$ cat src/rtl/extint_pkg.sv
package extint_pkg;

    localparam int ADDR_W = 2;

    typedef enum logic [ADDR_W-1:0] {
        SEL_FLAG = 2'd0,
        SEL_ENAB = 2'd1,
        SEL_POLR = 2'd2,
        SEL_NONE = 2'd3
    } reg_sel_e;

    // Decoded bus request for one cycle.
    typedef struct packed {
        logic wr_flag;
        logic wr_enab;
        logic wr_polr;
    } wr_dec_t;

    // Edge of interest for one line: pol=1 falling, pol=0 rising.
    function automatic logic edge_seen(input logic cur, input logic prev,
                                       input logic pol);
        return pol ? (prev & ~cur) : (cur & ~prev);
    endfunction

    function automatic wr_dec_t decode_write(input logic sel, input logic wr,
                                             input logic [ADDR_W-1:0] addr);
        wr_dec_t d;
        d.wr_flag = sel & wr & (addr == SEL_FLAG);
        d.wr_enab = sel & wr & (addr == SEL_ENAB);
        d.wr_polr = sel & wr & (addr == SEL_POLR);
        return d;
    endfunction

endpackage

$ cat src/rtl/extint_sync.sv
module extint_sync #(
    parameter int NUM_CH = 8
) (
    input  logic              clk,
    input  logic              rst,
    input  logic [NUM_CH-1:0] pin_i,
    output logic [NUM_CH-1:0] sync_o,
    output logic [NUM_CH-1:0] dly_o
);
    for (genvar n = 0; n < NUM_CH; n++) begin : g_ch
        logic meta_q, sync_q, dly_q;
        always_ff @(posedge clk) begin
            if (rst) begin
                meta_q <= 1'b0;
                sync_q <= 1'b0;
                dly_q  <= 1'b0;
            end else begin
                meta_q <= pin_i[n];
                sync_q <= meta_q;
                dly_q  <= sync_q;
            end
        end
        assign sync_o[n] = sync_q;
        assign dly_o[n]  = dly_q;
    end
endmodule

$ cat src/rtl/extint_edge.sv
module extint_edge
    import extint_pkg::*;
#(
    parameter int NUM_CH = 8
) (
    input  logic [NUM_CH-1:0] sync_i,
    input  logic [NUM_CH-1:0] dly_i,
    input  logic [NUM_CH-1:0] pol_i,
    output logic [NUM_CH-1:0] hit_o
);
    for (genvar n = 0; n < NUM_CH; n++) begin : g_det
        assign hit_o[n] = edge_seen(sync_i[n], dly_i[n], pol_i[n]);
    end
endmodule

$ cat src/rtl/extint_regs.sv
module extint_regs
    import extint_pkg::*;
#(
    parameter int NUM_CH = 8
) (
    input  logic              clk,
    input  logic              rst,
    input  logic              bus_sel,
    input  logic              bus_wr,
    input  logic [ADDR_W-1:0] bus_addr,
    input  logic [NUM_CH-1:0] bus_wdata,
    input  logic [NUM_CH-1:0] hit_i,
    output logic [NUM_CH-1:0] flag_o,
    output logic [NUM_CH-1:0] en_o,
    output logic [NUM_CH-1:0] pol_o,
    output logic              irq_o,
    output logic [NUM_CH-1:0] rdata_o
);
    wr_dec_t           dec;
    logic [NUM_CH-1:0] flag_q, en_q, pol_q, flag_d;
    logic              irq_q;

    assign dec = decode_write(bus_sel, bus_wr, bus_addr);

    // Software load first, hardware set on top so a coincident edge survives.
    always_comb begin
        flag_d = dec.wr_flag ? bus_wdata : flag_q;
        flag_d = flag_d | hit_i;
    end

    always_ff @(posedge clk) begin
        if (rst) begin
            flag_q <= '0;
            en_q   <= '0;
            pol_q  <= '0;
            irq_q  <= 1'b0;
        end else begin
            flag_q <= flag_d;
            if (dec.wr_enab) en_q  <= bus_wdata;
            if (dec.wr_polr) pol_q <= bus_wdata;
            irq_q  <= |(flag_q & en_q);
        end
    end

    always_comb begin
        unique case (reg_sel_e'(bus_addr))
            SEL_FLAG: rdata_o = flag_q;
            SEL_ENAB: rdata_o = en_q;
            SEL_POLR: rdata_o = pol_q;
            default:  rdata_o = '0;
        endcase
    end

    assign flag_o = flag_q;
    assign en_o   = en_q;
    assign pol_o  = pol_q;
    assign irq_o  = irq_q;
endmodule

$ cat src/rtl/extint_ctrl.sv
module extint_ctrl
    import extint_pkg::*;
#(
    parameter int NUM_CH = 8
) (
    input  logic              clk,
    input  logic              rst,
    input  logic [NUM_CH-1:0] ext_pin,
    input  logic              bus_sel,
    input  logic              bus_wr,
    input  logic [ADDR_W-1:0] bus_addr,
    input  logic [NUM_CH-1:0] bus_wdata,
    output logic [NUM_CH-1:0] bus_rdata,
    output logic              irq,
    output logic [NUM_CH-1:0] pending
);
    logic [NUM_CH-1:0] sync_s, dly_s, hit, en_q, pol_q;

    extint_sync #(.NUM_CH(NUM_CH)) u_sync (
        .clk    (clk),
        .rst    (rst),
        .pin_i  (ext_pin),
        .sync_o (sync_s),
        .dly_o  (dly_s)
    );

    extint_edge #(.NUM_CH(NUM_CH)) u_edge (
        .sync_i (sync_s),
        .dly_i  (dly_s),
        .pol_i  (pol_q),
        .hit_o  (hit)
    );

    extint_regs #(.NUM_CH(NUM_CH)) u_regs (
        .clk       (clk),
        .rst       (rst),
        .bus_sel   (bus_sel),
        .bus_wr    (bus_wr),
        .bus_addr  (bus_addr),
        .bus_wdata (bus_wdata),
        .hit_i     (hit),
        .flag_o    (pending),
        .en_o      (en_q),
        .pol_o     (pol_q),
        .irq_o     (irq),
        .rdata_o   (bus_rdata)
    );
endmodule

$ cat config.mk
export PLATFORM = sky130hd
export DESIGN_NAME = extint_ctrl
export DESIGN_NICKNAME = d
export VERILOG_FILES = /design/src/rtl/extint_pkg.sv /design/src/rtl/extint_sync.sv /design/src/rtl/extint_edge.sv /design/src/rtl/extint_regs.sv /design/src/rtl/extint_ctrl.sv
export SDC_FILE = /design/constraint.sdc
export NUM_CORES = 1
export LEC_CHECK = 0
export ABC_CLOCK_PERIOD_IN_PS = 2850
export CORE_MARGIN = 1
export CORE_UTILIZATION = 50
export DETAILED_ROUTE_END_ITERATION = 12
export PLACE_DENSITY_LB_ADDON = 0.05
export SYNTH_ARGS = -nofsm -noshare
export SYNTH_HDL_FRONTEND = slang
export SYNTH_SLANG_ARGS = --single-unit
$ cat constraint.sdc
create_clock -name clk -period 2.85 [get_ports clk]
set_clock_uncertainty 0.05 [all_clocks]
set_input_delay 0.4275 -clock clk [delete_from_list [all_inputs] [get_ports clk]]
set_output_delay 0.4275 -clock clk [all_outputs]
set_load 0.005 [all_outputs]
### Yosys cells after proc, flatten, opt, wreduce, memory -nomap -nowiden

Cells that the tools add are included.

* bits in registers: 49
* latch bits: 0
* RAM bits: 0
* bits in read-only memories: 0
* input port bits: 22
* output and inout bits: 17
* memories: 0

* add/subtract/negate cells: 0
* $mul: 0
* div/mod/pow operators: 0
* order comparisons: 0
* equality and inequality tests: 2
* shifts and indexed selects: 0
* mux-type cells: 10
* bitwise logic cells: 38
* reduce and logical (&&, ||, !) cells: 2

Operators with widths (count)
* $pmux W8 S3: 1
* $and A1 B1 Y1: 20
* $not A1 Y1: 16
* $and A8 B8 Y8: 1
* $mux W1: 8
* $mux W8: 1
* $or A8 B8 Y8: 1
* $reduce_or A8 Y1: 1
* $eq A2 B1 Y1 const B: 1
* $eq A2 B2 Y1 const B: 1
* $logic_not A2 Y1: 1

### Logic depth before layout (Yosys ltp)

Gate-level depths: netlist of the first run.

* word-level depth: 4
* depth in mapped cells: 4

### Hierarchy

From an unflattened synthesis of the first run, not the netlist that was laid out.

* cell total of the unflattened synthesis: 232
* area total of the unflattened synthesis: 2188.3 sq um

Modules (own cells, without submodules)
* extint_regs: instances 1, cells each 142, area each 1194.9 sq um
* extint_sync: instances 1, cells each 66, area each 813.3 sq um
* extint_edge: instances 1, cells each 24, area each 180.2 sq um

### Least setup slack after synthesis of the first run

OpenSTA, ideal clock, no wires.

* kind: input port to output port
* start point: in bus_addr[1]
* end point: out bus_rdata[0]
* arrival: 0.905 ns
* setup slack: 1.467 ns
* stages: 4
* buffers on the path: 1
* cell sequence: nor2b_1 > clkbuf_1 > nand2_1 > o21ai_0

* cells in the longest elaborated chain, start to end: 2
* elaborated cells between the ends (all ways): 4
* those cells by class: eq/ne (2); mux (1); reduce/logical (1)

Ends and longest elaborated chain
* start: declaration: line extint_ctrl.sv:11 `input logic [ADDR_W-1:0] bus_addr,`
* $eq A2 B2 Y1 (tied with other cells): line extint_regs.sv:46 `unique case (reg_sel_e'(bus_addr))`
* $pmux W8 S3 *: line extint_regs.sv:46
* end: declaration: line extint_ctrl.sv:13 `output logic [NUM_CH-1:0] bus_rdata,`

Every way passes the cells marked *; elsewhere a longest branch is shown, timed or not.

### Worst setup path after layout of the first run

* start point: in bus_addr[0]
* end point: out bus_rdata[1]

Same word-level chain as after synthesis.

==> qor.yml, run 1 <==
run_status:
  status: "finished, final reports clean"
setup_path:
  crit_type: "input port to output port"
  crit_path_start_kind: "input port"
  cp.arrival_ns: 2.07
  worstPathRequired_ns: 2.37
  worst-r2r-setup-slack_ns: 1.72
  path_max_fanout: 11
  crit_path_end_kind: "output port"
sta:
  rsz0062_at_grt: "no"
  relSlewSlack: 0.7526
  setup_slack_ns: 0.3035
  min_period_ns: 2.546
  tightest_slew_ns: 0.3709
  final.period_utilization: 0.8935
  fmax_mhz: 392.7
  hold_violations: 0
  finalSetupViolCount: 0
  slew_viol_final: 0
  tns_ns: 0
floorplanning:
  initial_utilization: 0.5208
  die_height_um: 63.76
  core_um2: 3661
  die-area_um2: 4065
  io_pins: 39
  chipWidth_um: 63.76
  rows: 22
grt:
  top_usage_layer: "met2"
  grt_first_pass_wirelength_mm: 6.969
  grt.total_usage: 0.2264
  grt_util_met2: 0.3763
  grt_max_degree: 32
  grt_pass1_vias: 1527
  antenna_found_initial: 0
  grt_overflow_total: 0
  met3_usage: 0.05536
  use_met1: 0.2775
yosys:
  yosysSeqAreaShare: 0.5144
  yosys-top-cells-count: "49 x dfxtp_1, 40 x nand2_1, 25 x nor2b_1"
  ys_ff_latch: 49
  async_flop_share: 0
  synthDominantAreaCellType: "dfxtp_1"
  synth.most_common_cell: "dfxtp_1"
  syn_area_per_cell_um2: 9.582
  postSynthCellCount: 199
  syn-num-nets: 221
  synth-main-ff-cell: "dfxtp_1"
  synthDistinctLibCells: 18
  synth_top_cell_area_share: 0.5144
  yosys_warnings: 0
  syn_area_um2: 1907
  synth_edf_count: 0
  synthTopCellsByArea: "dfxtp_1 51%, mux2i_1 8.4%, nor2b_1 8.2%"
hold_path:
  hold_path.class: "flip-flop to flip-flop"
placement:
  place.port_buffers: 38
  pre_cts_slack_ns: 0.3136
  hpwl_mm: 2.878
  place_area_um2: 2342
  gp_congestion: 0.8147
final_layout:
  final_nets: 262
  antenna_cells: 0
  synthToLayoutAreaGrowth_pct: 26.71
  drive_above_1_share: 0.09623
  final_cell_area_um2: 2416
drt:
  vias: 1559
  wirelength_mm: 4.132
  drtIter0Drc: 162
  wl_per_cell_um: 14.40
  drc: 0
  final_antenna_net_count: 0
  firstDrtPassIters: 4
  vias_per_cell: 5.432
cts:
  tritoncts: "built"
  numCtsBuffers: 5
  cts.repair.resized: 0
  cts_num_sinks: 49
  clock_latency_ns: 0.30
  cts-root-buf: "clkbuf_8"
  post_cts_buffers: 0
  cts.clk_slew.worst_paths_ns: 0.08
  htree_num_levels: 2
  cts_hold_buf: 0
  clockBufferDepth: 2
pwr:
  total_power_w: 0.001237
  powerDensity_nw_per_um2: 512.1
  peakVddDrop_mv: 0.3140
  leakagePower_nw: 0.8518
run:
  cap_violations: 0
[layer usage]
metal	part of all wire	vias to the layer above
met1	0.43	741
met5	0	-
met3	0.060	5
li1	-	762
met2	0.49	51
met4	0.015	0
[sequential cells by signal (all words and copies together) (netlist names)]
register and flops:
u_regs.en_o 8, u_regs.flag_o 8, u_regs.irq_o 1, u_regs.pol_o 8, u_sync.g_ch.dly_q 8, u_sync.g_ch.meta_q 8, u_sync.g_ch.sync_q 8
[path summary, 6_finish.rpt]
kind                           endpoint  cells after the start                   from
setup / recovery           bus_rdata[1]                      5            bus_addr[0]
hold / removal    u_sync.g_ch[0].sync_q                      1  u_sync.g_ch[0].meta_q
setup reg to reg       u_regs.flag_o[1]                      2        u_regs.pol_o[1]
hold reg to reg   u_sync.g_ch[0].sync_q                      1  u_sync.g_ch[0].meta_q
[cells by family after synthesis]
family,synth area share
AND/OR/NAND/NOR,0.2618
multiplexers,0.08399
AO/OA/AOI/OAI,0.1096
buffers and inverters,0.03019
flip-flops,0.5144
[stage by stage]
step | hold slack (ns) | utilization | instances
2_1_floorplan | 0.3638 | - | 199
3_3_place_gp | 0.3678 | 0.6398 | 281
3_5_place_dp | 0.3776 | 0.6398 | 281
4_1_cts | 0.3962 | 0.6599 | 287
5_1_grt | 0.4155 | 0.6599 | 287
6_report | 0.3945 | 0.6599 | 287
[area by class of cell]
type                    count  area (µm²)
clock inverters             1       5.005
well taps                  48       60.06
clock buffers               5       68.82
repair buffers             45       432.9
flip-flops and latches     49       980.9
fillers                   312        1245
multi-input cells         139       868.3
[power breakdown]
group / switching, W / internal [W]
Sequential: 0.0000182 / 0.000710
Clock: 0.000214 / 0.000162
Combinational: 0.0000533 / 0.0000799
Total: 0.000285 / 0.000952
[cells in the final DEF, fill, tap and decap left out, drive strengths merged, types with 2 or more instances in the layout]
cell type / n
dfxtp: 49
nand2: 40
clkdlybuf4s50: 38
nor2b: 25
mux2i: 16
a21oi: 16
o21ai: 8
nand3b: 8
or3b: 8
a31oi: 8
buf: 7
clkbuf: 5
a22oi: 4
and4b: 2
nand4b: 2
[critical path: stages]
cell and delay (ns):
clkdlybuf4s50_1 0.57, buf_4 0.24, mux2i_1 0.09, o21ai_0 0.20
clkdlybuf4s50_1 0.54
No activity file was read; power rests on OpenSTA's default activity.
==> run 2: changes to the inputs <==
Settings changed: CORE_ASPECT_RATIO from default to 1.75, SETUP_SLACK_MARGIN from default to 0.5.
==> qor.yml, run 2 (synthesis gave the netlist of run 1 again) <==
drt:
  vias: 1569
  wl_per_cell_um: 14.09
  vias_per_cell: 5.410
  firstDrtPassIters: 4
  drc: 0
  final_antenna_net_count: 0
  wirelength_mm: 4.087
  drtIter0Drc: 18
setup_path:
  crit_path_start_kind: "input port"
  cpPeakStageDelay_ns: 0.41
  crit_buf_inv: 5
  crit_start: "bus_addr[1]"
  worst-r2r-setup-slack_ns: 1.72
  path_max_fanout: 6
  r2r-start: "u_regs.pol_o[6]"
  crit_type: "input port to output port"
  ff2ff_path_depth: 2
  critical_path.endpoint: "bus_rdata[2]"
  r2r_end: "u_regs.flag_o[6]"
  crit_path_end_kind: "output port"
  cp_common_cell: "buf_4"
  path_cells: "clkdlybuf4s50_1, nor2b_1, buf_4, buf_4, buf_4, nand2_1, o21ai_0, dlygate4sd2_1"
  worstPathRequired_ns: 2.37
  path_depth: 8
  slowest_stage: "clkdlybuf4s50_1"
  cp_top_family: "buffers and inverters"
  cp.arrival_ns: 1.81
sta:
  slew_viol_final: 0
  relSlewSlack: 0.6014
  fmax_mhz: 436.7
  final.period_utilization: 0.8034
  setup_slack_ns: 0.5602
  tightest_slew_ns: 0.5978
  min_period_ns: 2.290
  hold_violations: 0
  finalSetupViolCount: 0
  tns_ns: 0
  rsz0062_at_grt: "yes"
run_status:
  status: "finished, final reports clean"
final_layout:
  most-common-layout-cells: "49 x dfxtp_1, 40 x nand2_1, 29 x clkdlybuf4s50_1"
  layout_commonest_cell: "dfxtp_1"
  drive_above_1_share: 0.1066
  num-fill-cells: 313
  multi_input_area_um2: 868.3
  regArea_um2: 980.9
  final_nets: 265
  synthToLayoutAreaGrowth_pct: 28.08
  antenna_cells: 0
run:
  cap_violations: 0
hold_path:
  min_from: "u_sync.g_ch[5].meta_q"
  hold_path.class: "flip-flop to flip-flop"
  hold_depth: 1
placement:
  gp_congestion: 0.8634
  hpwl_mm: 2.810
  place.port_buffers: 38
  pre_cts_slack_ns: 0.2752
floorplanning:
  chipWidth_um: 48.68
  initial_utilization: 0.5255
  io_pins: 39
  die_height_um: 83.70
  die-area_um2: 4074
  rows: 29
  core_um2: 3628
cts:
  clock_latency_ns: 0.29
  cts.clk_slew.worst_paths_ns: 0.08
  cts-root-buf: "clkbuf_8"
  cts_hold_buf: 0
  tritoncts: "built"
  numCtsBuffers: 5
  cts_num_sinks: 49
  clockBufferDepth: 2
  htree_num_levels: 2
grt:
  grt_overflow_total: 0
  grt.total_usage: 0.2161
  grt_max_degree: 26
  grt_pass1_vias: 1539
  antenna_found_initial: 0
  grt_first_pass_wirelength_mm: 6.879
pwr:
  peakVddDrop_mv: 0.4316
  powerDensity_nw_per_um2: 508.3
  leakagePower_nw: 0.9536
run 2: cell count changes in the layout (fill, tap and decap cells not counted), sizes merged:
cell | before | now
clkbuf | 5 | 9
clkinv | 1 | 0
buf | 7 | 10
clkdlybuf4s50 | 38 | 29
dlymetal6s2s | 0 | 4
dlygate4sd2 | 0 | 4
run 2: worst min-delay path by stage:
stage | end | slack [ns]
after floorplan | u_sync.g_ch[0].sync_q | 0.36
after global placement | u_sync.g_ch[0].sync_q | 0.37
final | u_sync.g_ch[5].sync_q | 0.39
after CTS | u_sync.g_ch[5].sync_q | 0.40
after detailed placement | u_sync.g_ch[5].sync_q | 0.38
after global routing | u_sync.g_ch[3].sync_q | 0.41
run 2: final cells by class:
class,instances,share of cell area
clock buffers,8,0.03279
multi-input cells,139,0.3555
repair buffers,48,0.1865
flip-flops and latches,49,0.4016
well taps,46,0.02357
run 2: per-layer routing:
layer,vias to the layer above,GRT usage,part of all wire
met2,46,0.3737,0.52
met3,9,0.03825,0.052
met5,-,0,0
met1,742,0.2477,0.40
met4,0,0.1123,0.023
li1,772,-,-
run 2: per-stage QoR:
stage               area (µm²)  power [W]  hold WS, ns  cells    util
detailed placement        2332  0.0008763       0.3775    278  0.6428
global route              2442   0.001295       0.4149    290  0.6731
CTS                       2429   0.001253       0.3969    289  0.6693
finish                    2442   0.001242       0.3938    290  0.6731
floorplan                 1907  0.0008000       0.3638    199       -
global placement          2332  0.0008716       0.3713    278  0.6428
run 2: report_power, final:
part	switching, W	total [W]	internal, W
logic	0.0000523	0.000132	0.0000801
clock network	0.000205	0.000380	0.000175
registers	0.0000190	0.000729	0.000710
run 2: timing repair:
item / in CTS / in global routing
gates resized for setup: 5 / 6
endpoints found under the setup margin: 8 / 5
buffers inserted: 3 / 1
==> run 3: changes to the inputs <==
Settings changed: ABC_CLOCK_PERIOD_IN_PS 2850 to 2400.
Clock period 2.85 ns to 2.4 ns, I/O delays scaled along.
==> qor.yml, run 3 (synthesis gave the netlist of run 1 again) <==
sta:
  hold_violations: 0
  tightest_slew_ns: 0.4141
  final.period_utilization: 0.7748
  slew_viol_final: 0
  tns_ns: 0
  rsz0062_at_grt: "no"
  fmax_mhz: 537.8
  min_period_ns: 1.859
  finalSetupViolCount: 0
  relSlewSlack: 0.7237
floorplanning:
  io_pins: 39
  die-area_um2: 4074
  die_height_um: 83.70
  initial_utilization: 0.5255
  core_um2: 3628
  rows: 29
  chipWidth_um: 48.68
setup_path:
  path_max_fanout: 4
  crit_path_start_kind: "input port"
  cp.arrival_ns: 1.45
  crit_type: "input port to output port"
  crit_path_end_kind: "output port"
  worstPathRequired_ns: 1.99
grt:
  grt_first_pass_wirelength_mm: 6.782
  grt_pass1_vias: 1569
  antenna_found_initial: 0
  grt_overflow_total: 0
  grt_max_degree: 26
  grt.total_usage: 0.2151
placement:
  gp_congestion: 0.8350
  place_area_um2: 2347
  place.port_buffers: 38
  hpwl_mm: 2.944
final_layout:
  fin_util: 0.6838
  final_nets: 269
  drive_above_1_share: 0.1411
  synthToLayoutAreaGrowth_pct: 30.12
  antenna_cells: 0
  final_cell_area_um2: 2481
  most-common-layout-cells: "49 x dfxtp_1, 40 x nand2_1, 28 x clkdlybuf4s50_1"
  layout_commonest_cell: "dfxtp_1"
cts:
  numCtsBuffers: 5
  cts_num_sinks: 49
  cts-root-buf: "clkbuf_8"
  cts.clk_slew.worst_paths_ns: 0.08
  tritoncts: "built"
  clock_latency_ns: 0.30
  clockBufferDepth: 2
  htree_num_levels: 2
  cts_hold_buf: 0
pwr:
  peakVddDrop_mv: 0.6947
  powerDensity_nw_per_um2: 623.8
  total_power_w: 0.001548
  leakagePower_nw: 0.9340
drt:
  vias: 1585
  wirelength_mm: 4.195
  drtIter0Drc: 45
  vias_per_cell: 5.391
  firstDrtPassIters: 4
  wl_per_cell_um: 14.27
  drc: 0
  final_antenna_net_count: 0
hold_path:
  hold_path.class: "flip-flop to flip-flop"
run:
  cap_violations: 0
run_status:
  status: "finished, final reports clean"
==> run 3: cell count changes in the layout (fill, tap and decap cells not counted), moves of 2 or more <==
cell / previous run / this run
clkbuf_8: 5 / 7
dlygate4sd2_1: 4 / 7
o21ai_1: 0 / 2
dlymetal6s2s_1: 4 / 0
buf_2: 0 / 2
clkbuf_1: 3 / 0
o21ai_0: 8 / 6
buf_4: 10 / 13
==> run 3: worst paths after layout <==
kind                    startpoint                    end  slack (ns)  cells past startpoint
min reg2reg  u_sync.g_ch[4].meta_q  u_sync.g_ch[4].sync_q        0.40                      1
max                    bus_addr[1]           bus_rdata[4]        0.54                      7
max reg2reg        u_regs.pol_o[6]       u_regs.flag_o[6]        1.27                      2
min          u_sync.g_ch[4].meta_q  u_sync.g_ch[4].sync_q        0.40                      1
==> run 3: final cells by class <==
cell class | count | area, µm²
Timing Repair Buffer | 52 | 470.5
Multi-Input combinational cell | 139 | 870.8
Fill cell | 301 | 1147
Tap cell | 46 | 57.56
Clock inverter | 1 | 5.005
Sequential cell | 49 | 980.9
Clock buffer | 7 | 96.34
==> run 3: critical path: stages <==
cell,delay [ns]
dlygate4sd2_1,0.24
nor2b_2,0.15
buf_4,0.15
buf_4,0.13
nand2_1,0.05
o21ai_0,0.09
dlygate4sd2_1,0.27
==> run 3: metrics by stage <==
step	cells	hold WS, ns	setup WS, ns
finish	294	0.3954	0.5406
global route	294	0.4120	0.5051
CTS	294	0.3975	0.5344
detailed placement	280	0.3778	0.1303
global placement	280	0.3696	0.1315
floorplan	199	0.3638	1.152
==> run 3: metal layers <==
layer	track usage	vias up	wire length, µm
li1	-	780	-
met1	0.2317	743	1705
met2	0.3851	48	2185
met3	0.04189	14	186
met4	0.1123	0	117
met5	0	-	0
==> run 3: power breakdown <==
| group | leakage [nW] | switching [W] | internal (W) | total (W) |
|---|---|---|---|---|
| combinational | 0.479 | 0.0000652 | 0.0000976 | 0.000163 |
| sequential | 0.401 | 0.0000224 | 0.000844 | 0.000866 |
| clock | 0.0542 | 0.000259 | 0.000260 | 0.000519 |
==> run 3: repair_timing <==
item / in CTS / in global routing
gates cloned: 0 / 0
endpoints found under the setup margin: 8 / 2
buffers inserted: 6 / 0
gates resized for setup: 19 / 2
